## src/rtl/pstate_disc_pkg.sv

```systemverilog
package pstate_disc_pkg;
  localparam logic [7:0] OP_GET_MAP   = 8'h30;
  localparam logic [7:0] OP_GET_STATE = 8'h40;
  localparam logic [7:0] OP_SET_STATE = 8'h41;
  localparam logic [7:0] OP_ENABLE    = 8'h11;

  localparam logic [7:0] ST_OK        = 8'hF0;
  localparam logic [7:0] ST_BAD_CMD   = 8'hF1;
  localparam logic [7:0] ST_NO_SUPP   = 8'hF2;

  typedef enum logic [3:0] {
    S_IDLE, S_MAP, S_MAGIC, S_GET0, S_SET, S_FRQ, S_RESTORE, S_ENABLE, S_GET1
  } seq_state_t;
endpackage

```

## src/rtl/khz_scale.sv

```systemverilog
module khz_scale #(
  parameter int DW = 32
) (
  input  logic [DW-1:0] mhz,
  output logic [DW-1:0] khz
);
  localparam int PW = DW + 10;
  logic [PW-1:0] ext, prod;

  always_comb begin
    ext  = PW'(mhz);
    // 1000 = 1024 - 16 - 8
    prod = (ext << 10) - (ext << 4) - (ext << 3);
    khz  = (|prod[PW-1:DW]) ? {DW{1'b1}} : prod[DW-1:0];
  end
endmodule

```

## src/rtl/freq_table.sv

```systemverilog
module freq_table #(
  parameter int N  = 5,
  parameter int DW = 32,
  localparam int IW = (N > 1) ? $clog2(N) : 1
) (
  input  logic            clk,
  input  logic            rst,
  input  logic            wr_en,
  input  logic [IW-1:0]   wr_idx,
  input  logic [DW-1:0]   wr_data,
  input  logic            commit,
  input  logic [IW-1:0]   rd_idx,
  output logic [DW-1:0]   rd_data,
  output logic [N*DW-1:0] pub
);
  logic [DW-1:0] scratch [N];

  for (genvar g = 0; g < N; g++) begin : g_ent
    always_ff @(posedge clk) begin
      if (wr_en && wr_idx == IW'(g)) scratch[g] <= wr_data;
    end
    always_ff @(posedge clk) begin
      if (rst)         pub[g*DW +: DW] <= '0;
      else if (commit) pub[g*DW +: DW] <= scratch[g];
    end
  end

  assign rd_data = scratch[rd_idx];
endmodule

```

## src/rtl/pstate_discovery.sv

```systemverilog
module pstate_discovery
  import pstate_disc_pkg::*;
#(
  parameter int              NUM_STATES = 5,
  parameter int              DW         = 32,
  parameter int              AW         = 8,
  parameter logic [AW-1:0]   MAGIC_OFS  = 8'h34,
  parameter logic [AW-1:0]   FREQ_OFS   = 8'h50,
  parameter logic [DW-1:0]   FW_MAGIC   = 32'hA11600D1,
  localparam int             IW = (NUM_STATES > 1) ? $clog2(NUM_STATES) : 1
) (
  input  logic                   clk,
  input  logic                   rst,
  input  logic                   start,
  output logic                   cmd_req,
  output logic [7:0]             cmd_code,
  output logic                   cmd_send,
  output logic [DW-1:0]          cmd_arg0,
  input  logic                   cmd_ack,
  input  logic [7:0]             cmd_status,
  input  logic [DW-1:0]          cmd_rarg0,
  output logic                   mb_rd,
  output logic [AW-1:0]          mb_addr,
  input  logic [DW-1:0]          mb_rdata,
  output logic [NUM_STATES*DW-1:0] tbl_khz,
  output logic                   tbl_valid,
  output logic [IW-1:0]          cur_state,
  output logic [DW-1:0]          cur_khz,
  output logic                   fw_ok,
  output logic                   done,
  output logic                   err
);
  localparam logic [IW-1:0] LAST = IW'(NUM_STATES - 1);

  seq_state_t    st;
  logic [IW-1:0] idx;
  logic [DW-1:0] saved;
  logic          map_bad;
  logic [DW-1:0] scaled, rd_khz;
  logic          commit, ok_rsp, idx_ok;

  assign ok_rsp = cmd_ack && (cmd_status == ST_OK);
  assign idx_ok = (cmd_rarg0 <= DW'(NUM_STATES - 1));
  assign commit = (st == S_GET1) && ok_rsp && idx_ok;

  khz_scale #(.DW(DW)) u_scale (.mhz(mb_rdata), .khz(scaled));

  freq_table #(.N(NUM_STATES), .DW(DW)) u_tbl (
    .clk(clk), .rst(rst),
    .wr_en(st == S_FRQ), .wr_idx(idx), .wr_data(scaled),
    .commit(commit), .rd_idx(cmd_rarg0[IW-1:0]), .rd_data(rd_khz),
    .pub(tbl_khz)
  );

  always_ff @(posedge clk) begin
    if (rst) begin
      st <= S_IDLE; idx <= '0; saved <= '0; map_bad <= 1'b0;
      cmd_req <= 1'b0; cmd_code <= '0; cmd_send <= 1'b0; cmd_arg0 <= '0;
      mb_rd <= 1'b0; mb_addr <= '0;
      tbl_valid <= 1'b0; cur_state <= '0; cur_khz <= '0;
      fw_ok <= 1'b0; done <= 1'b0; err <= 1'b0;
    end else begin
      mb_rd <= 1'b0;
      if (cmd_ack) cmd_req <= 1'b0;
      case (st)
        S_IDLE: if (start) begin
          tbl_valid <= 1'b0; fw_ok <= 1'b0; done <= 1'b0; err <= 1'b0;
          cmd_req <= 1'b1; cmd_code <= OP_GET_MAP; cmd_send <= 1'b0; cmd_arg0 <= '0;
          st <= S_MAP;
        end
        S_MAP: if (cmd_ack) begin
          map_bad <= (cmd_status == ST_BAD_CMD) || (cmd_status == ST_NO_SUPP);
          mb_rd <= 1'b1; mb_addr <= MAGIC_OFS;
          st <= S_MAGIC;
        end
        S_MAGIC: begin
          if (mb_rdata == FW_MAGIC && !map_bad) begin
            fw_ok <= 1'b1;
            cmd_req <= 1'b1; cmd_code <= OP_GET_STATE; cmd_send <= 1'b0; cmd_arg0 <= '0;
            st <= S_GET0;
          end else begin
            done <= 1'b1; err <= 1'b1; st <= S_IDLE;
          end
        end
        S_GET0: if (cmd_ack) begin
          if (!ok_rsp) begin done <= 1'b1; err <= 1'b1; st <= S_IDLE; end
          else begin
            saved <= cmd_rarg0; idx <= '0;
            cmd_req <= 1'b1; cmd_code <= OP_SET_STATE; cmd_send <= 1'b1; cmd_arg0 <= '0;
            st <= S_SET;
          end
        end
        S_SET: if (cmd_ack) begin
          if (!ok_rsp) begin done <= 1'b1; err <= 1'b1; st <= S_IDLE; end
          else begin mb_rd <= 1'b1; mb_addr <= FREQ_OFS; st <= S_FRQ; end
        end
        S_FRQ: begin
          cmd_req <= 1'b1; cmd_code <= OP_SET_STATE; cmd_send <= 1'b1;
          if (idx == LAST) begin
            cmd_arg0 <= saved; st <= S_RESTORE;
          end else begin
            idx <= idx + 1'b1; cmd_arg0 <= DW'(idx + 1'b1); st <= S_SET;
          end
        end
        S_RESTORE: if (cmd_ack) begin
          if (!ok_rsp) begin done <= 1'b1; err <= 1'b1; st <= S_IDLE; end
          else begin
            cmd_req <= 1'b1; cmd_code <= OP_ENABLE; cmd_send <= 1'b0; cmd_arg0 <= '0;
            st <= S_ENABLE;
          end
        end
        S_ENABLE: if (cmd_ack) begin
          if (!ok_rsp) begin done <= 1'b1; err <= 1'b1; st <= S_IDLE; end
          else begin
            cmd_req <= 1'b1; cmd_code <= OP_GET_STATE; cmd_send <= 1'b0; cmd_arg0 <= '0;
            st <= S_GET1;
          end
        end
        S_GET1: if (cmd_ack) begin
          done <= 1'b1; st <= S_IDLE;
          if (commit) begin
            tbl_valid <= 1'b1; cur_state <= cmd_rarg0[IW-1:0]; cur_khz <= rd_khz;
          end else err <= 1'b1;
        end
        default: st <= S_IDLE;
      endcase
    end
  end
endmodule

```

## config.mk

```make
export PLATFORM = sky130hd
export DESIGN_NAME = pstate_discovery
export DESIGN_NICKNAME = d
export VERILOG_FILES = /design/src/rtl/pstate_disc_pkg.sv /design/src/rtl/khz_scale.sv /design/src/rtl/freq_table.sv /design/src/rtl/pstate_discovery.sv
export SDC_FILE = /design/constraint.sdc
export NUM_CORES = 1
export LEC_CHECK = 0
export BUFFER_PORTS_ARGS = -buffer_cell sky130_fd_sc_hd__buf_2
export CORE_AREA = 2 2 209 211
export CTS_CLUSTER_DIAMETER = 40
export DETAILED_ROUTE_END_ITERATION = 10
export DIE_AREA = 0 0 211 213
export PLACE_DENSITY = 0.68
export SYNTH_ARGS = -nofsm -noshare
export SYNTH_HDL_FRONTEND = slang
export SYNTH_SLANG_ARGS = --single-unit
```

## constraint.sdc

```tcl
create_clock -name clk -period 9.2 [get_ports clk]
set_input_delay 0.46 -clock clk [delete_from_list [all_inputs] [get_ports clk]]
set_output_delay 0.46 -clock clk [all_outputs]
set_load 0.02 [all_outputs]
```

* After elaboration in Yosys (flattened, before gate mapping)
Memories as Yosys holds them, arrays and structs flattened. A register that Yosys moved wholly into a read port is not among the register bits.
Cells that the tools add are included.
** Operators by class
- Shifts and indexed selects :: 0
- Divide/modulo/power cells :: 0
- Muxes and demuxes :: 90
- Reduce and logical (&&, ||, !) cells :: 42
- Multipliers :: 0
- Add/subtract/negate cells :: 4
- Order comparisons :: 1
- Bitwise gates (word level) :: 0
- Equal/unequal tests :: 38
** Operators with widths (count)
- 32-bit 2-to-1 mux :: 10
- 32-bit one-hot mux with 4 select lines :: 1
- 32-bit OR reduction :: 4
- 8-bit 2-to-1 mux :: 11
- 8-bit one-hot mux with 6 select lines :: 1
- 42-bit by 35-bit subtractor with 42-bit output :: 1
- 42-bit by 36-bit subtractor with 42-bit output :: 1
- 1-bit 2-to-1 mux :: 37
- 4-bit one-hot mux with 9 select lines :: 1
- 2-bit != test, second input constant :: 17
- 32-bit == test, second input constant :: 1
- 32-bit by 3-bit <= comparator with 1-bit output, second input constant :: 1
- 4-bit 2-to-1 mux :: 8
- 3-bit 2-to-1 mux :: 10
- 8-bit == test, second input constant :: 3
- 7-bit AND reduction :: 3
- 4-bit by 3-bit == test with 1-bit output, second input constant :: 4
- 8-bit one-hot mux with 2 select lines :: 1
- 1-bit one-hot mux with 4 select lines :: 3
- 4-bit AND reduction :: 3
- 2-bit by 1-bit != test with 1-bit output, second input constant :: 5
- 10-bit OR reduction :: 1
- 1-bit logical AND :: 9
- 3-bit AND reduction :: 3
- 27 further kinds :: 36
** Word-level totals
- Bits in registers :: 98
- Bits in writable memories :: 160
- Logic and storage cells :: 191
- Bits in latches :: 0
- Output and inout bits :: 250
- Memories :: 1
- Bits in read-only memories :: 0
- Bits of input ports :: 76
** Memories
- u_tbl.scratch :: words 5, bits a word 32, read ports 6, clocked after memory_dff 6, write ports 1, RTL line freq_table.sv:16 : logic [DW-1:0] scratch [N];

* Logic depth before layout (Yosys ltp)
- Depth after elaboration :: 9
- Depth in mapped cells :: 14
- Gate-level depth less buffers :: 13

* By module
Synthesis repeated with hierarchy kept, for this count alone.
** Second synthesis, totals
- Cells, all modules :: 1894
- Area total of the unflattened synthesis :: 20240.7 um^2
** Modules (own cells, without submodules)
- freq_table :: area each 11940.2 um^2, cells each 867, sequential area each 8007.7 um^2, times used 1
- pstate_discovery :: area each 4814.6 um^2, cells each 560, sequential area each 2422.3 um^2, times used 1
- khz_scale :: area each 3485.8 um^2, cells each 467, sequential area each 0.0 um^2, times used 1

* Worst setup path after synthesis
OpenSTA, ideal clock, no wires.
- Kind :: input-to-reg
- Start point :: input port mb_rdata[29]
- End point :: memory u_tbl.scratch[0][12] (data pin)
- Setup time :: 0.282 ns
- Arrival time :: 3.389 ns
- Buffers on the path :: 2
- Cell stages on the path :: 14
- Data required time :: 8.918 ns
- Setup slack :: 5.529 ns
- Cell sequence :: inv_1 > fa_1 > ha_1 > clkbuf_1 > and2_1 > a221oi_1 > nand3_1 > and3_1 > nor3_1 > nand4_1 > nor3_2 > nand4_1 > buf_2 > or3_1
** Between the ends
- Cells in the longest elaborated chain, start to end :: 8
** RTL lines
- from (decl) :: RTL line pstate_discovery.sv:24 : input logic [DW-1:0] mb_rdata,
- 42-bit by 36-bit subtractor with 42-bit output :: RTL line khz_scale.sv:13 : prod = (ext << 10) - (ext << 4) - (ext << 3);
- 42-bit by 35-bit subtractor with 42-bit output * :: RTL line khz_scale.sv:13
- 10-bit OR reduction * :: RTL line khz_scale.sv:14 : khz = (|prod[PW-1:DW]) ? {DW{1'b1}} : prod[DW-1:0];
- 32-bit 2-to-1 mux * :: RTL line khz_scale.sv:14
- named net scaled[12] :: RTL line pstate_discovery.sv:39 : logic [DW-1:0] scaled, rd_khz;
- 32-bit 2-to-1 mux (no line) (3 in a row)
- 32-bit 2-to-1 mux (no line) *
- to (decl) :: RTL line freq_table.sv:16
Mark *: on every way through the listed nets, which the timed path passes. The rest lies on a longest branch.

* Final worst setup path
- Start point :: input port mb_rdata[28]
- End point :: memory u_tbl.scratch[2][8] (data pin)
Same word-level chain as after synthesis.

==> flow_summary_export.csv <==
group,metric,value,unit
drt,first_iter_violations,1145,
final_layout,areaGrowthSynthToFinish,17.0,%
cts,cts_made_buffers,44,
logic_synthesis,synth_cell_types,71,
pwr,power.density_cell_area,195,nW/µm²
logic_synthesis,syn_inst,1922,
placed_design,placed_area,20700,µm²
cts,clk_latency,0.55,ns
worst_hold_path,hold_class,"input pin to flop",
logic_synthesis,synth_top_family_by_area,"simple AND/OR/NAND/NOR gates",
cts,post_cts_buffers,0,
grt,grt_use_total,0.236,
final_layout,drive_gt1_frac,0.209,
logic_synthesis,synth_compound_area_frac,0.135,
logic_synthesis,ys_ff_latch,419,
grt,grt_pass1_wl,82300,µm
drt,drc,0,
critical_path,cp_slowest_cell,"a221oi_1",
critical_path,crit_family,"simple AND/OR/NAND/NOR gates",
pwr,p_switching,1130,µW
timing,finalSetupTns,0,ns
flow_run,maxCapViolations,0,
drt,drt-total-wl,54300,µm
pwr,swShare,0.262,
logic_synthesis,synthMuxAreaShare,0.0540,
floorplan,initial_core_util,0.445,
cts,clockRootBuffer,"clkbuf_16",
final_layout,final_nets,2329,
critical_path,cp_num_buf_inv,3,
logic_synthesis,async_reset_ff_frac,0,
floorplan,die_area,44900,µm²
logic_synthesis,avgSynthCellArea,9.88,µm²
critical_path,cp-start-kind,"input pin",
logic_synthesis,synth_edf_count,150,
pwr,cell_internal_pwr,3190,µW
placed_design,preCtsSetupSlack,4.59,ns
timing,drv_slew,0,
timing,worst_slack,5.11,ns
timing,hold_violations,0,
floorplan,rows,76,
drt,drtPass1Iterations,5,
cts,hold_buffers,0,
pwr,leakage,0.00900,µW
timing,slew-limit-headroom,0.268,
floorplan,fp.dieW,211,µm
logic_synthesis,syn_area,19000,µm²
pwr,p_seq_frac,0.445,
status,outcome,"completed",
critical_path,worstSetupPathType,"input pin to flop",
final_layout,final_area,22200,µm²
drt,vias_per_cell,5.46,
cts,htree_levels,2,
pwr,clock_power_share,0.422,
pwr,ir_worst_vdd,0.111,mV
critical_path,crit_top_cell,"nand4_1",
grt,grt_pass1_vias,14400,
critical_path,worstPathCellList,"buf_2 > inv_1 > fa_1 > ha_1 > a21o_1 > a221oi_1 > nand3_1 > and3_1 > nor3_1 > nand4_1 > nor3_2 > nand4_1 > buf_4 > or3_1",
timing,setup_viol,0,
critical_path,cpPeakStageDelay,0.55,ns
cts,cts.sinks,419,
placed_design,hpwl,38500,µm
grt,gr-total-overflow,0,
drt,routedWlPerCell,19.8,µm
timing,finalCritPeriodShare,0.444,
placed_design,io_buffers,317,
cts,clkSlewWorstSetupHoldPaths,0.06,ns
cts,cts_tree,"done",
drt,vias,15000,
timing,fmax,0.245,GHz
cts,post_cts_resized,0,
pwr,power_frac_comb,0.133,
timing,finClkSkew,0.0194,ns
timing,rsz0062_at_grt,"false",
grt,grt_max_degree,113,
final_layout,final_util,0.521,
cts,clock_path_buffers,3,
floorplan,dieHeight,213,µm
timing,period_needed,4.09,ns
critical_path,end_kind,"flop",
logic_synthesis,synth_ff_type,"dfxtp_1",
logic_synthesis,ys_warn_count,0,
placed_design,gp_congestion,0.927,
floorplan,core_region_area,42700,µm²
critical_path,path_max_fanout,30,
grt,antenna_found_initial,5,
critical_path,cp_data_arrival_time,4.35,ns
logic_synthesis,yosys.area_share.simple,0.154,
logic_synthesis,synth_fa_ha_area_frac,0.0711,
drt,ant_nets,0,
logic_synthesis,seq_area_frac_synth,0.521,
timing,worst_slew_pin_slew,1.10,ns
critical_path,required,9.46,ns
floorplan,ioPinCount,326,
logic_synthesis,synth_xor_area_frac,0.0157,
[through the flow]
| stage | total power [µW] | hold slack (ns) | instances |
|---|---|---|---|
| global placement | 2540 | 0.436 | 2660 |
| detailed placement | 2530 | 0.442 | 2660 |
| finish | 4330 | 0.159 | 2743 |
| CTS | 4360 | 0.135 | 2742 |
| floorplan | 2360 | 0.437 | 1929 |
| global route | 4490 | 0.157 | 2742 |
[state kept, by name, summed over array words and instances (netlist names), 3 cells and up]
signal,count
st,4
cmd_code,4
cur_khz,30
cur_state,3
idx,3
tbl_khz,150
u_tbl.scratch,150
mb_addr,3
cmd_arg0,32
saved,32
[worst paths after layout]
kind	endpoint	depth (start not counted)	slack, ns	from
setup reg to reg	tbl_khz[98]$_SDFFE_PP0P_	9	5.21	st[1]$_SDFFE_PP0P_
hold / removal	saved[28]$_SDFFE_PP0P_	3	0.16	cmd_rarg0[28]
setup / recovery	u_tbl.scratch[2][8]$_DFFE_PP_	14	5.11	mb_rdata[28]
hold reg to reg	tbl_khz[108]$_SDFFE_PP0P_	2	0.45	tbl_khz[108]$_SDFFE_PP0P_
[power by group through the flow]
| stage | clock network (µW) | registers (µW) | logic [µW] |
|---|---|---|---|
| after CTS | 1860 | 1920 | 572 |
| after global routing | 1930 | 1920 | 630 |
| after detailed placement | 0 | 1970 | 570 |
| final | 1830 | 1920 | 574 |
| after floorplan | 0 | 1970 | 395 |
| after global placement | 0 | 1960 | 572 |
[kinds of logic after synthesis]
logic type,after synthesis
buffers and inverters,196
multiplexers,65
other,1
AO/OA/AOI/OAI,431
XOR/XNOR,34
adder cells (fa/ha/maj),93
AND/OR/NAND/NOR,683
flip-flops,419
[Yosys cell counts, drive strengths merged (3+ instances only)]
cell | instances | area (µm²)
nand2 | 429 | 1610
dfxtp | 269 | 5390
a21oi | 256 | 1280
edfxtp | 150 | 4500
nor2 | 108 | 410
clkbuf | 85 | 339
ha | 68 | 851
buf | 61 | 417
inv | 50 | 188
a211oi | 39 | 293
o21ai | 39 | 199
mux2i | 35 | 350
or3 | 33 | 206
a22oi | 31 | 233
mux4 | 30 | 676
fa | 25 | 500
nor3 | 25 | 135
nand4 | 22 | 138
xor2 | 18 | 158
nand3 | 17 | 85.1
xnor2 | 16 | 140
and3 | 11 | 68.8
nor2b | 10 | 62.6
nor4 | 10 | 75.1
o211ai | 10 | 75.1
a31oi | 9 | 56.3
o21a | 9 | 67.6
a21o | 8 | 67.6
o21bai | 5 | 37.5
or2 | 4 | 25.0
or4 | 4 | 30.0
a21boi | 3 | 22.5
[per-layer routing]
metal,up-vias,GRT usage,part of all wire
met5,-,0,0
li1,7183,-,-
met3,63,0.0378,0.063
met2,445,0.394,0.47
met4,0,0.0554,0.018
met1,7286,0.322,0.44
[cell usage in the layout (no fill, tap or decap), types with 6 or more instances in the layout]
cell type,instances
mux2i_1,35
nor3_1,22
xor2_1,17
nor2_1,105
nor2b_1,10
edfxtp_1,150
nand2_1,429
xnor2_1,16
a22oi_1,31
nand3_1,17
a31oi_1,9
ha_1,68
and3_1,7
a21o_1,7
a211oi_1,39
or3_1,33
buf_2,316
inv_1,49
nand4_1,22
a21oi_1,255
o21a_1,9
fa_1,25
buf_4,14
o211ai_1,10
nor4_1,8
mux4_2,30
clkbuf_16,47
clkbuf_8,6
clkbuf_1,6
conb_1,8
dfxtp_1,269
o21ai_0,35
[worst reg2reg max path: stages, from the launching register on]
cell and delay, ns:
dfxtp_1 0.49, nor2_2 0.31, inv_2 0.07, nor2_1 0.21, nand2_1 0.14, or4_1 0.61, nor4_4 0.94, buf_4 0.74
nand2_1 0.23, a21oi_1 0.17
[layout make-up]
type,instances,area (µm²)
antenna,1,2.50
clock buffer,58,1270
clock inverter,24,265
fill,3871,20500
inverter,50,188
multi-input combinational,1314,8240
sequential,419,9890
tap,546,683
timing repair buffer,331,1700
No activity file was read; power rests on OpenSTA's default activity.
